===== src/rtl/atomic_rmw_pkg.sv =====
package atomic_rmw_pkg;

  typedef enum logic [1:0] {
    OP_SWAP  = 2'b00,
    OP_BSET  = 2'b01,
    OP_CXCHG = 2'b10,
    OP_PEEK  = 2'b11
  } rmw_op_e;

  typedef enum logic [2:0] {
    ST_IDLE,
    ST_READ,
    ST_DECIDE,
    ST_WRITE,
    ST_RESP
  } rmw_state_e;

endpackage


===== src/rtl/rmw_datapath.sv =====
module rmw_datapath
  import atomic_rmw_pkg::*;
#(
  parameter int DW = 32,
  parameter int LW = 2
) (
  input  rmw_op_e           op_i,
  input  logic [LW-1:0]     lane_i,
  input  logic [DW-1:0]     wdata_i,
  input  logic [DW-1:0]     rdata_i,
  output logic [DW-1:0]     old_o,
  output logic              write_o,
  output logic [DW-1:0]     wr_data_o,
  output logic [DW/8-1:0]   wr_be_o
);

  localparam int NB = DW / 8;

  logic [NB-1:0] lane_hot;
  logic [7:0]    lane_byte [NB];
  logic [7:0]    sel_byte;
  logic          word_zero;

  for (genvar g = 0; g < NB; g++) begin : g_lane
    assign lane_hot[g]  = (lane_i == LW'(g));
    assign lane_byte[g] = rdata_i[8*g +: 8];
  end

  always_comb begin
    sel_byte = 8'h00;
    for (int i = 0; i < NB; i++) begin
      if (lane_hot[i]) sel_byte = sel_byte | lane_byte[i];
    end
  end

  assign word_zero = (rdata_i == '0);

  always_comb begin
    old_o     = rdata_i;
    write_o   = 1'b0;
    wr_data_o = '0;
    wr_be_o   = '0;
    unique case (op_i)
      OP_SWAP: begin
        write_o   = 1'b1;
        wr_data_o = wdata_i;
        wr_be_o   = '1;
      end
      OP_BSET: begin
        old_o     = DW'(sel_byte);
        write_o   = 1'b1;
        wr_data_o = {NB{8'hFF}};
        wr_be_o   = lane_hot;
      end
      OP_CXCHG: begin
        write_o   = word_zero;
        wr_data_o = wdata_i;
        wr_be_o   = '1;
      end
      default: begin
        write_o   = 1'b0;
      end
    endcase
  end

endmodule


===== src/rtl/rmw_fsm.sv =====
module rmw_fsm
  import atomic_rmw_pkg::*;
(
  input  logic       clk_i,
  input  logic       rst_ni,
  input  logic       req_fire_i,
  input  logic       write_i,
  input  logic       rsp_ready_i,
  output rmw_state_e state_o
);

  rmw_state_e state_q, state_d;

  always_comb begin
    state_d = state_q;
    unique case (state_q)
      ST_IDLE:   if (req_fire_i) state_d = ST_READ;
      ST_READ:   state_d = ST_DECIDE;
      ST_DECIDE: state_d = write_i ? ST_WRITE : ST_RESP;
      ST_WRITE:  state_d = ST_RESP;
      ST_RESP:   if (rsp_ready_i) state_d = ST_IDLE;
      default:   state_d = ST_IDLE;
    endcase
  end

  always_ff @(posedge clk_i or negedge rst_ni) begin
    if (!rst_ni) state_q <= ST_IDLE;
    else         state_q <= state_d;
  end

  assign state_o = state_q;

endmodule


===== src/rtl/atomic_rmw_unit.sv =====
module atomic_rmw_unit
  import atomic_rmw_pkg::*;
#(
  parameter int AW = 8,
  parameter int DW = 32,
  parameter int LW = 2
) (
  input  logic            clk_i,
  input  logic            rst_ni,
  input  logic            req_valid_i,
  output logic            req_ready_o,
  input  logic [1:0]      req_op_i,
  input  logic [AW-1:0]   req_addr_i,
  input  logic [LW-1:0]   req_lane_i,
  input  logic [DW-1:0]   req_wdata_i,
  output logic            rsp_valid_o,
  input  logic            rsp_ready_i,
  output logic [DW-1:0]   rsp_old_o,
  output logic            rsp_stored_o,
  output logic            mem_en_o,
  output logic            mem_we_o,
  output logic [AW-1:0]   mem_addr_o,
  output logic [DW/8-1:0] mem_be_o,
  output logic [DW-1:0]   mem_wdata_o,
  input  logic [DW-1:0]   mem_rdata_i,
  output logic            lock_o
);

  localparam int NB = DW / 8;

  rmw_state_e    state;
  logic          req_fire;
  logic          cap_rsp;

  rmw_op_e       op_q;
  logic [AW-1:0] addr_q;
  logic [LW-1:0] lane_q;
  logic [DW-1:0] wdata_q;
  logic [DW-1:0] old_q;
  logic          stored_q;

  logic [DW-1:0] dp_old;
  logic          dp_write;
  logic [DW-1:0] dp_wdata;
  logic [NB-1:0] dp_be;

  assign req_ready_o = (state == ST_IDLE);
  assign req_fire    = req_valid_i && req_ready_o;
  assign cap_rsp     = (state == ST_DECIDE);

  always_ff @(posedge clk_i or negedge rst_ni) begin
    if (!rst_ni) begin
      op_q    <= OP_PEEK;
      addr_q  <= '0;
      lane_q  <= '0;
      wdata_q <= '0;
    end else if (req_fire) begin
      op_q    <= rmw_op_e'(req_op_i);
      addr_q  <= req_addr_i;
      lane_q  <= req_lane_i;
      wdata_q <= req_wdata_i;
    end
  end

  always_ff @(posedge clk_i or negedge rst_ni) begin
    if (!rst_ni) begin
      old_q    <= '0;
      stored_q <= 1'b0;
    end else if (cap_rsp) begin
      old_q    <= dp_old;
      stored_q <= dp_write;
    end
  end

  rmw_datapath #(.DW(DW), .LW(LW)) u_dp (
    .op_i      (op_q),
    .lane_i    (lane_q),
    .wdata_i   (wdata_q),
    .rdata_i   (mem_rdata_i),
    .old_o     (dp_old),
    .write_o   (dp_write),
    .wr_data_o (dp_wdata),
    .wr_be_o   (dp_be)
  );

  rmw_fsm u_fsm (
    .clk_i       (clk_i),
    .rst_ni      (rst_ni),
    .req_fire_i  (req_fire),
    .write_i     (dp_write),
    .rsp_ready_i (rsp_ready_i),
    .state_o     (state)
  );

  always_comb begin
    mem_en_o    = 1'b0;
    mem_we_o    = 1'b0;
    mem_be_o    = '0;
    mem_wdata_o = '0;
    if (state == ST_READ) begin
      mem_en_o = 1'b1;
      mem_be_o = '1;
    end else if (state == ST_WRITE) begin
      mem_en_o    = 1'b1;
      mem_we_o    = 1'b1;
      mem_be_o    = dp_be;
      mem_wdata_o = dp_wdata;
    end
  end

  assign mem_addr_o   = addr_q;
  assign lock_o       = (state == ST_READ) || (state == ST_DECIDE) || (state == ST_WRITE);
  assign rsp_valid_o  = (state == ST_RESP);
  assign rsp_old_o    = old_q;
  assign rsp_stored_o = stored_q;

endmodule


===== config.mk =====
export PLATFORM = sky130hd
export DESIGN_NAME = atomic_rmw_unit
export DESIGN_NICKNAME = d
export VERILOG_FILES = /design/src/rtl/atomic_rmw_pkg.sv /design/src/rtl/rmw_datapath.sv /design/src/rtl/rmw_fsm.sv /design/src/rtl/atomic_rmw_unit.sv
export SDC_FILE = /design/constraint.sdc
export NUM_CORES = 1
export LEC_CHECK = 0
export BUFFER_PORTS_ARGS = -buffer_cell sky130_fd_sc_hd__buf_2
export CORE_MARGIN = 2
export CORE_UTILIZATION = 36
export DETAILED_ROUTE_END_ITERATION = 10
export PLACE_DENSITY_LB_ADDON = 0.25
export SLEW_MARGIN = 15
export SYNTH_ARGS = -nofsm -noshare
export SYNTH_HDL_FRONTEND = slang
export SYNTH_HIERARCHICAL = 1
export SYNTH_SLANG_ARGS = --single-unit
export TNS_END_PERCENT = 10

===== constraint.sdc =====
create_clock -name clk_i -period 3.9 [get_ports clk_i]
set_input_delay 0.585 -clock clk_i [delete_from_list [all_inputs] [get_ports clk_i]]
set_output_delay 0.585 -clock clk_i [all_outputs]
set_load 0.01 [all_outputs]

# After elaboration in Yosys (flattened, before gate mapping)

Index checks and enable logic that the tools add are counted.

Output and inout bits: 82
ROM bits: 0
Flip-flop bits (word level): 80
Memory bits (writable): 0
Memories: 0
Bits in latches: 0
Input bits: 80

Magnitude comparators: 0
Multipliers: 0
Add/sub/neg operators: 0
Divide/modulo/power cells: 0
Eq/ne operators: 11
Reductions and logical operators: 10
Multiplexer cells: 19
Bitwise logic cells: 3
Shift-type cells: 0

Operator list:

| kind                                                                     | number |
|---|---|
| 32-bit 2-to-1 mux                                                        | 3 |
| 32-bit case mux with 2 select lines                                      | 1 |
| 32-bit logical NOT                                                       | 1 |
| 8-bit 2-to-1 mux                                                         | 4 |
| 8-bit bitwise OR                                                         | 3 |
| 3-bit case mux with 5 select lines                                       | 1 |
| 3-bit 2-to-1 mux                                                         | 3 |
| 4-bit 2-to-1 mux                                                         | 2 |
| 4-bit case mux with 2 select lines                                       | 1 |
| 2-bit equality test (second input constant)                              | 3 |
| 3-bit by 2-bit equality test with 1-bit output (second input constant)   | 2 |
| 2-bit by 1-bit equality test with 1-bit output (second input constant)   | 2 |
| 2-bit logical NOT                                                        | 2 |
| 2-bit by 1-bit inequality test with 1-bit output (second input constant) | 2 |
| 2-bit OR reduction                                                       | 2 |
| 3-bit by 1-bit equality test with 1-bit output (second input constant)   | 1 |
| 3-bit equality test (second input constant)                              | 1 |
| 3-bit logical NOT                                                        | 1 |
| 1-bit 2-to-1 mux                                                         | 3 |
| 1-bit logical OR                                                         | 2 |
| 1-bit case mux with 2 select lines                                       | 1 |
| 2-bit AND reduction                                                      | 1 |
| 1-bit logical AND                                                        | 1 |

# Depth between registers and ports, before layout

Gate-level depths: netlist of the first run.

Depth after elaboration: 9
Mapped depth: 6

# By module

The synthesis of the first run kept the hierarchy.

By module, submodules not included:

| module          | cells an instance | instances | area an instance (um^2) |
|---|---|---|---|
| atomic_rmw_unit | 215               | 1         | 3387.0 |
| rmw_datapath    | 147               | 1         | 940.9 |
| rmw_fsm         | 12                | 1         | 141.4 |

# Worst setup path before layout of the first run

No wires, ideal clock.

Path type: flip-flop to output port
From: register op_q[0]
To: output port mem_wdata_o[16]
Stages on the path, launching flop included: 6
Setup slack: 2.061 ns
Buffers on the path: 2
Arrival time: 1.254 ns
Cell sequence: dfstp_2 -> buf_6 -> nand2_1 -> buf_2 -> o21a_1 -> and2_1

Cells in the longest elaborated chain, start to end: 5
Elaborated cells on any way between the ends: 7

Ends and longest elaborated chain:

| element                                                         | RTL line               | RTL |
|---|---|---|
| start: declaration                                              | atomic_rmw_unit.sv:35  | `rmw_op_e op_q;` |
| start signal: assignment                                        | atomic_rmw_unit.sv:58  | `op_q <= rmw_op_e'(req_op_i);` |
| 2-bit equality test / 2-bit logical NOT (equally long branches) | rmw_datapath.sv:43     | `unique case (op_i)` |
| 2-bit OR reduction (no source line)                             | --                     |  |
| 32-bit case mux with 2 select lines (*)                         | rmw_datapath.sv:43     |  |
| via dp_wdata[16]                                                | atomic_rmw_unit.sv:44  | `logic [DW-1:0] dp_wdata;` |
| 32-bit 2-to-1 mux (*)                                           | atomic_rmw_unit.sv:103 | `end else if (state == ST_WRITE) begin` |
| 32-bit 2-to-1 mux (*)                                           | atomic_rmw_unit.sv:100 | `if (state == ST_READ) begin` |
| end: declaration                                                | atomic_rmw_unit.sv:24  | `output logic [DW-1:0] mem_wdata_o,` |

The timed path passes the listed nets; every way through them passes the cells marked *.

# Final worst setup path of the first run

From: register op_q[0]
To: output port mem_wdata_o[6]

Same word-level chain as after synthesis.

==> results of run 1 <==
==> synthesized netlist by cell type (2+ instances only) <==
library cell	instances
dfrtp_1	78
and2_1	57
mux2_4	39
mux2_2	38
o21a_1	27
inv_1	11
nand2b_1	11
buf_2	9
nand2_1	9
a31oi_1	8
o2111ai_1	8
o211ai_1	8
o21ai_0	8
nor2b_1	7
clkbuf_1	6
nor4_1	6
a21oi_1	5
buf_12	4
buf_4	4
buf_6	4
and2b_1	3
nor2_1	3
dfstp_2	2
nand4_1	2
nor3_1	2
o31ai_1	2
==> worst min-delay path by stage <==
stage               endpoint  cells past startpoint             from
2_1_floorplan      lane_q[0]                      0           rst_ni
3_3_place_gp   rsp_old_o[15]                      1    rsp_old_o[15]
3_5_place_dp    rsp_old_o[8]                      1     rsp_old_o[8]
4_1_cts          wdata_q[10]                      2  req_wdata_i[10]
5_1_grt           wdata_q[4]                      2   req_wdata_i[4]
6_report       rsp_old_o[27]                      1           rst_ni
==> critical path: cells and delay by family, from the launching register on <==
family,cells,cell delay [ps]
flip-flops,1,1000
buffers and inverters,2,400
AND/OR/NAND/NOR,2,250
AO/OA/AOI/OAI,1,140
==> per-stage QoR <==
| stage | hold WS (ps) | std cells |
|---|---|---|
| floorplan | 289 | 374 |
| global placement | 484 | 679 |
| detailed placement | 489 | 679 |
| CTS | 456 | 695 |
| global route | 456 | 695 |
| finish | 432 | 695 |
==> cells by family after synthesis <==
kind of cell / synth area share
simple gates: 0.155
flops: 0.448
mux: 0.229
compound gates: 0.106
buf+inv: 0.0610
==> cell type report <==
class / instances / share of cell area
Multi-Input combinational cell: 254 / 0.391
Inverter: 11 / 0.00733
Sequential cell: 80 / 0.356
Timing Repair Buffer: 166 / 0.150
Clock inverter: 5 / 0.0140
Clock buffer: 11 / 0.0449
Tap cell: 168 / 0.0373
==> metal layers <==
layer	wire length (um)	part of all wire	vias to the layer above
met4	158	0.014	0
met5	0	0	-
li1	-	-	1602
met2	4990	0.45	136
met1	5140	0.46	1695
met3	917	0.082	14
==> power groups by stage <==
| stage | combinational (mW) | clock (mW) | sequential [mW] |
|---|---|---|---|
| 2_1_floorplan | 1.61 | 0 | 1.59 |
| 3_3_place_gp | 2.05 | 0 | 1.62 |
| 3_5_place_dp | 2.09 | 0 | 1.64 |
| 4_1_cts | 2.09 | 0.961 | 1.63 |
| 5_1_grt | 2.27 | 0.999 | 1.69 |
| 6_report | 2.07 | 0.932 | 1.63 |
==> flip-flops by register name, indices dropped and copies added, names as in the netlist <==
| name | count |
|---|---|
| wdata_q | 32 |
| lane_q | 2 |
| mem_addr_o | 8 |
| rsp_stored_o | 1 |
| rsp_old_o | 32 |
| u_fsm/state_o | 3 |
| op_q | 2 |
==> run metrics, run 1 <==
GR Layer Usage met1 0.233; via count 3,447; Yosys reg bits 80; cells along the critical path nand2_1 > buf_4 > o21a_1 > and2_1 > buf_2; Synth area leaders dfrtp_1, mux2_4, mux2_2, and2_1, o21a_1; Crit-path slowest cell dfstp_2; detailed-placement wirelength estimate 7770 um; Post-DRT Antenna Nets 0; met3 usage in global routing 0.0544; Synth Flop Type dfrtp_1; 1st-iter DRT viols 226; HP Class primary input to asynchronous set/reset pin; max incr delay on CP 1000 ps; worst flop-to-flop path endpoint rsp_old_o[1]; num rows 40; clock sink total 80; GPL Wtd Cong 0.784; Core Area 0.0121 mm^2; Via density 4.96; drt pass-1 iters 4; max_cap viols 0; Post-Syn Area per Cell 11.9 um^2; initial antenna violation count 0; die area 0.0133 mm^2; max-slew violation count 0; startpoint types flip-flop; Inserted Diodes 0; Tot Pwr 4.62 mW; P&R area growth vs syn 26.1%; Worst-Skew Late Latency 340 ps; Critical Path RT 3310 ps; Setup WS pre-CTS 1350 ps; DRC viols 0; TritonCTS Buffers 9; Syn Inst Count 374; cell area power density 821 mW/mm^2; Post-synth EDFFs 0; vias in the first global route 3,348; Sw Ratio 0.348; P_leak 2.76 nW; Worst VDD drop 0.394 mV; commonest non-fill, non-tap cell in the layout buf_2; Slew headroom 0.286; CP Max Fanout 41; Worst Tran Pin Value 1070 ps; R2R depth 4; Root Buffer clkbuf_16; Initial Util 0.371; Mapped Area 0.00447 mm^2; ys async rst share 1.00; post_cts resized 0; H-tree Lvls 3; CTS tree built; crit path time final 2710 ps; largest net degree at the start of global routing 81; die height 115 um; met2 Usage GRT 0.249; FF-to-FF Start op_q[0]; commonest cells after routing, fill and taps aside buf_2, dfrtp_1, and2_1, mux2_4, mux2_2; cell taking the most area after synthesis dfrtp_1; Clock Pin Slew Worst Setup and Hold Paths 60 ps; Clock Tree Buf Depth 2; Pint 3.02 mW; Flop pwr share 0.352; final WL 11,200 um; top cell type's share of synthesized area 0.437; crit path launch op_q[0]; Setup TNS 0 ps; Setup WS post-layout 1190 ps; register area 0.00200 mm^2; Tcrit/Tclk final 0.696; post-synth cell types 39; global-route wire length before repair 17,200 um; fmax 368 MHz; Post-CTS Setup Bufs 0; busiest grt layer met2; CP Class flip-flop to output port; final setup fails 0; CP endpoint kind output port; fillers 1,172; Final Core Density 0.467; wire per inst 16.1 um; Nets 602; area of the multi-input gates 0.00220 mm^2; status complete, no violations; Seq/Total Area, Yosys 0.448; die width 115 um; placed cell areas 0.00530 mm^2; RSZ-0062 raised after global routing false; total net switching power 1.61 mW; layout cell share with drive strength beyond 1 0.507; gr ovfl total 0; Worst Path Arrival 2130 ps; final instance area 0.00563 mm^2; clock network power share 0.201; Syn Nets 454; combinational share of power 0.447; clock skew 8.27 ps; Final Hold Fails 0; R2R Setup Slk 1310 ps; hold buffers post-CTS 0; Syn. warnings 6; GR Util All Layers 0.167; capture point of the critical path mem_wdata_o[6]; I/O pin count 162; Port Buffers 161
No activity file was read; power rests on OpenSTA's default activity.
==> run 2: changes to the inputs <==
Clock period 3.9 ns to 2.4 ns, I/O delays scaled along.
==> run 2 against run 1 <==
Register-to-register slack got worse by 890 ps. Via count decreased by 1.7%. Critical path depth increased by 1. Largest power group unchanged. Non-clock buffer count increased by 6. Largest cell class unchanged. Sequential power increased by 55%. Final area increased by 0.36%. Total power increased by 59%. Combinational power increased by 71%. Sequential cell count unchanged. Highest routed layer unchanged. Clock skew decreased by 4.8 ps. Wire length increased by 1.8%. Core utilization increased by 0.17 points.
==> run metrics, run 2 (synthesis gave the netlist of run 1 again) <==
Layout Cells excl Fill 702; Setup TNS 0 ps; startpoint types flip-flop; Slew headroom 0.312; fmax 444 MHz; final setup fails 0; Initial Util 0.371; clock sink total 80; delay-heaviest family, CP buffers and inverters; CP endpoint kind output port; die width 115 um; crit path time final 2250 ps; register area 0.00200 mm^2; Critical Path RT 2040 ps; Worst-Skew Late Latency 330 ps; WP buf/inv 3; die height 115 um; Worst Tran Pin Value 1030 ps; CTS tree built; status complete, no violations; Post-DRT Antenna Nets 0; P&R area growth vs syn 26.5%; max_cap viols 0; dpl cells 685; detailed-placement wirelength estimate 8280 um; Clock Tree Buf Depth 2; combinational share of power 0.481; GPL Wtd Cong 0.780; Nets 608; HP Class primary input to asynchronous set/reset pin; TritonCTS Buffers 9; fillers 1,165; total net switching power 2.63 mW; Port Buffers 161; Worst Path Arrival 1890 ps; initial antenna violation count 2; clock skew 3.48 ps; H-tree Lvls 3; GR Util All Layers 0.175; largest net degree at the start of global routing 42; 1st-iter DRT viols 147; layout cell share with drive strength beyond 1 0.509; Pint 4.75 mW; Sw Ratio 0.356; final WL 11,400 um; Tcrit/Tclk final 0.938; drt pass-1 iters 4; gr ovfl total 0; Flop pwr share 0.344; Final Hold Fails 0; num rows 40; P_leak 2.76 nW; most used cell, CP buf_4; max incr delay on CP 540 ps; Core Area 0.0121 mm^2; Crit-path slowest cell dfstp_2; area of the multi-input gates 0.00220 mm^2; commonest non-fill, non-tap cell in the layout buf_2; Via density 4.83; DRC viols 0; cells along the critical path buf_4 > nand2_1 > buf_4 > o21a_1 > and2_1 > buf_2; die area 0.0133 mm^2; RSZ-0062 raised after global routing false; Setup WS post-layout 149 ps; Clock Pin Slew Worst Setup and Hold Paths 60 ps; Root Buffer clkbuf_16; clock network power share 0.175; cell area power density 1300 mW/mm^2; CP Max Fanout 28; hold buffers post-CTS 0; wire per inst 16.3 um; max-slew violation count 0; global-route wire length before repair 18,100 um; I/O pin count 162; commonest cells after routing, fill and taps aside buf_2, dfrtp_1, and2_1, mux2_4, mux2_2; via count 3,390; CP Class flip-flop to output port; Setup WS pre-CTS 467 ps; vias in the first global route 3,469; Worst VDD drop 0.450 mV
run 2: layout make-up:
class                      instances  area share
antenna                            2    0.000885
timing repair buffer             172       0.162
clock buffer                      12      0.0454
sequential                        80       0.355
tap                              168      0.0372
multi-input combinational        254       0.390
clock inverter                     3     0.00310
inverter                          11     0.00730
run 2: what timing repair did:
action	in CTS	in global routing
endpoints found under the hold margin	0	0
gates resized for setup	0	1
endpoints found under the setup margin	0	7
setup buffers	0	0
run 2: metal layers:
layer,vias up,track usage,part of all wire
met5,-,0,0
met4,0,0.0691,0.020
met3,15,0.0518,0.077
met2,120,0.274,0.46
met1,1640,0.229,0.44
li1,1615,-,-
run 2: worst register-to-register path, stage by stage, from the launching register on:
cell and delay [ps]:
dfstp_2 540, nor2b_1 810, a31oi_1 190, o211ai_1 210, mux2_2 170
run 2: worst paths after layout:
path	cells after the start	end	slack, ps	from
worst max-delay path	6	mem_wdata_o[9]	150	op_q[0]
worst min-delay path	1	u_fsm/state_o[2]	8	rst_ni
worst max register to register	4	rsp_old_o[2]	420	op_q[0]
worst min register to register	1	rsp_old_o[23]	500	rsp_old_o[23]
max in group asynchronous	2	op_q[1]	1740	rst_ni
min in group clk_i	2	wdata_q[3]	250	req_wdata_i[3]
run 2: through the flow:
stage	total power, mW	utilization	area, um^2	hold slack [ps]
2_1_floorplan	5.20	-	4470	64.4
3_3_place_gp	6.06	0.445	5370	380
3_5_place_dp	6.15	0.445	5370	388
4_1_cts	7.47	0.468	5650	30.0
5_1_grt	7.92	0.469	5650	54.4
6_report	7.37	0.469	5650	7.64
run 2: power groups by stage:
stage / logic [mW] / registers, mW / clock network [mW]
CTS: 3.60 / 2.55 / 1.32
floorplan: 2.62 / 2.58 / 0
detailed placement: 3.60 / 2.55 / 0
finish: 3.55 / 2.53 / 1.29
global placement: 3.54 / 2.52 / 0
global route: 3.91 / 2.63 / 1.38
==> run 3: changes to the inputs <==
Settings changed: HOLD_SLACK_MARGIN from default to 0.03.
==> run 3 against run 2 <==
Setup slack hardly changed. Hold slack improved by 240 ps. Sequential power is essentially flat. Clock skew barely moved. Die area did not move. Final cell count increased by 0.14%. Wire length barely moved. Sequential cell count did not move. Via count increased by 0.32%. Sequential share of layout area down 0.063 points. Global-route usage unchanged. Critical path type unchanged. Critical path depth unchanged.
==> run metrics, run 3 (synthesis gave the netlist of run 1 again) <==
status complete, no violations; Nets 609; Tcrit/Tclk final 0.938; R2R Setup Slk 420 ps; startpoint types flip-flop; Worst VDD drop 0.450 mV; commonest cells after routing, fill and taps aside buf_2, dfrtp_1, and2_1, mux2_4, mux2_2; Crit-path slowest cell dfstp_2; H-tree Lvls 3; HP Class primary input to flip-flop; max-slew violation count 0; vias in the first global route 3,469; cells along the critical path buf_4 > nand2_1 > buf_4 > o21a_1 > and2_1 > buf_2; DRC viols 0; Slew headroom 0.309; fmax 444 MHz; worst flop-to-flop path endpoint rsp_old_o[2]; num rows 40; clock sink total 80; Hold Path Stages 2; FF-to-FF Start op_q[0]; GPL Wtd Cong 0.780; P&R area growth vs syn 26.7%; CTS tree built; area of the multi-input gates 0.00220 mm^2; Final Core Density 0.470; CP Class flip-flop to output port; Clock Pin Slew Worst Setup and Hold Paths 60 ps; I/O pin count 162; crit path time final 2250 ps; final setup fails 0; final WL 11,400 um; 1st-iter DRT viols 130; wire per inst 16.2 um; CP endpoint kind output port; fillers 1,164; Critical Path RT 2040 ps; max_cap viols 0; Setup TNS 0 ps; Core Area 0.0121 mm^2; total net switching power 2.63 mW; Initial Util 0.371; die width 115 um; TritonCTS Buffers 9; Worst Tran Pin Value 1030 ps; Worst Path Arrival 1890 ps; clock skew 3.65 ps; R2R depth 4; clock network power share 0.175; CP Max Fanout 28; register area 0.00200 mm^2; Worst Hold Path EP wdata_q[3]; Clock Tree Buf Depth 2; RSZ-0062 raised after global routing false; commonest non-fill, non-tap cell in the layout buf_2; global-route wire length before repair 18,100 um; detailed-placement wirelength estimate 8280 um; cell area power density 1300 mW/mm^2; gr ovfl total 0; Pint 4.75 mW; initial antenna violation count 2; Hold Startpoint req_wdata_i[3]; Flop pwr share 0.344; Root Buffer clkbuf_16; Port Buffers 161; Post-DRT Antenna Nets 0; die area 0.0133 mm^2; crit path launch op_q[0]; combinational share of power 0.481; drt pass-1 iters 4; Via density 4.84; Worst-Skew Late Latency 330 ps; via count 3,401; most used cell, CP buf_4; largest net degree at the start of global routing 42; Final Hold Fails 0; layout cell share with drive strength beyond 1 0.508; die height 115 um; P_leak 2.76 nW; max incr delay on CP 540 ps; GR Util All Layers 0.175; Sw Ratio 0.356
## run 3: changes by cell type in the layout (fill, tap and decap cells not counted)
cell           delta
dlygate4sd3_1     +1
## run 3: power groups by stage
stage,Combinational (mW),Sequential [mW],Clock (mW)
global route,3.91,2.63,1.38
floorplan,2.62,2.58,0
CTS,3.61,2.55,1.32
detailed placement,3.60,2.55,0
global placement,3.54,2.52,0
finish,3.55,2.53,1.29
## run 3: worst max-delay path: cells and delay by family (launching register included)
family          cells  cell delay [ps]
buf+inv             3              660
compound gates      1              130
simple gates        2              220
flops               1              540
## run 3: area by class of cell
cell class	instances	share of cell area
Clock buffer	12	0.0453
Tap cell	168	0.0371
Inverter	11	0.00729
Sequential cell	80	0.354
Clock inverter	3	0.00309
Multi-Input combinational cell	254	0.389
Antenna cell	2	0.000884
Timing Repair Buffer	173	0.163
## run 3: layer usage
layer | part of all wire | global-route usage | up-vias
met5 | 0 | 0 | -
met4 | 0.020 | 0.0691 | 0
met3 | 0.077 | 0.0518 | 15
met2 | 0.46 | 0.274 | 124
met1 | 0.44 | 0.229 | 1643
li1 | - | - | 1619
## run 3: repair_timing
item | CTS | global route
endpoints found under the setup margin | 0 | 7
setup buffers | 0 | 0
resized for setup | 0 | 1
hold buffers | 1 | 0
hold endpoints to repair | 1 | 0
## run 3: how the worst max path moves through the flow
| stage | cells past startpoint | to | slack, ps |
|---|---|---|---|
| 6_report | 6 | mem_wdata_o[9] | 150 |
| 5_1_grt | 6 | mem_wdata_o[9] | 6 |
| 4_1_cts | 3 | mem_wdata_o[31] | 90 |
| 3_5_place_dp | 4 | rsp_old_o[2] | 470 |
| 3_3_place_gp | 3 | mem_wdata_o[31] | 450 |
| 2_1_floorplan | 5 | mem_wdata_o[16] | 790 |
## run 3: metrics by stage
step,hold WS (ps),std cells,power (mW),area [um^2],setup slack [ps]
floorplan,64.4,374,5.20,4470,786
global placement,380,685,6.06,5370,452
finish,251,703,7.37,5660,149
CTS,241,701,7.47,5660,93.5
detailed placement,388,685,6.15,5370,467
global route,239,702,7.92,5660,5.54
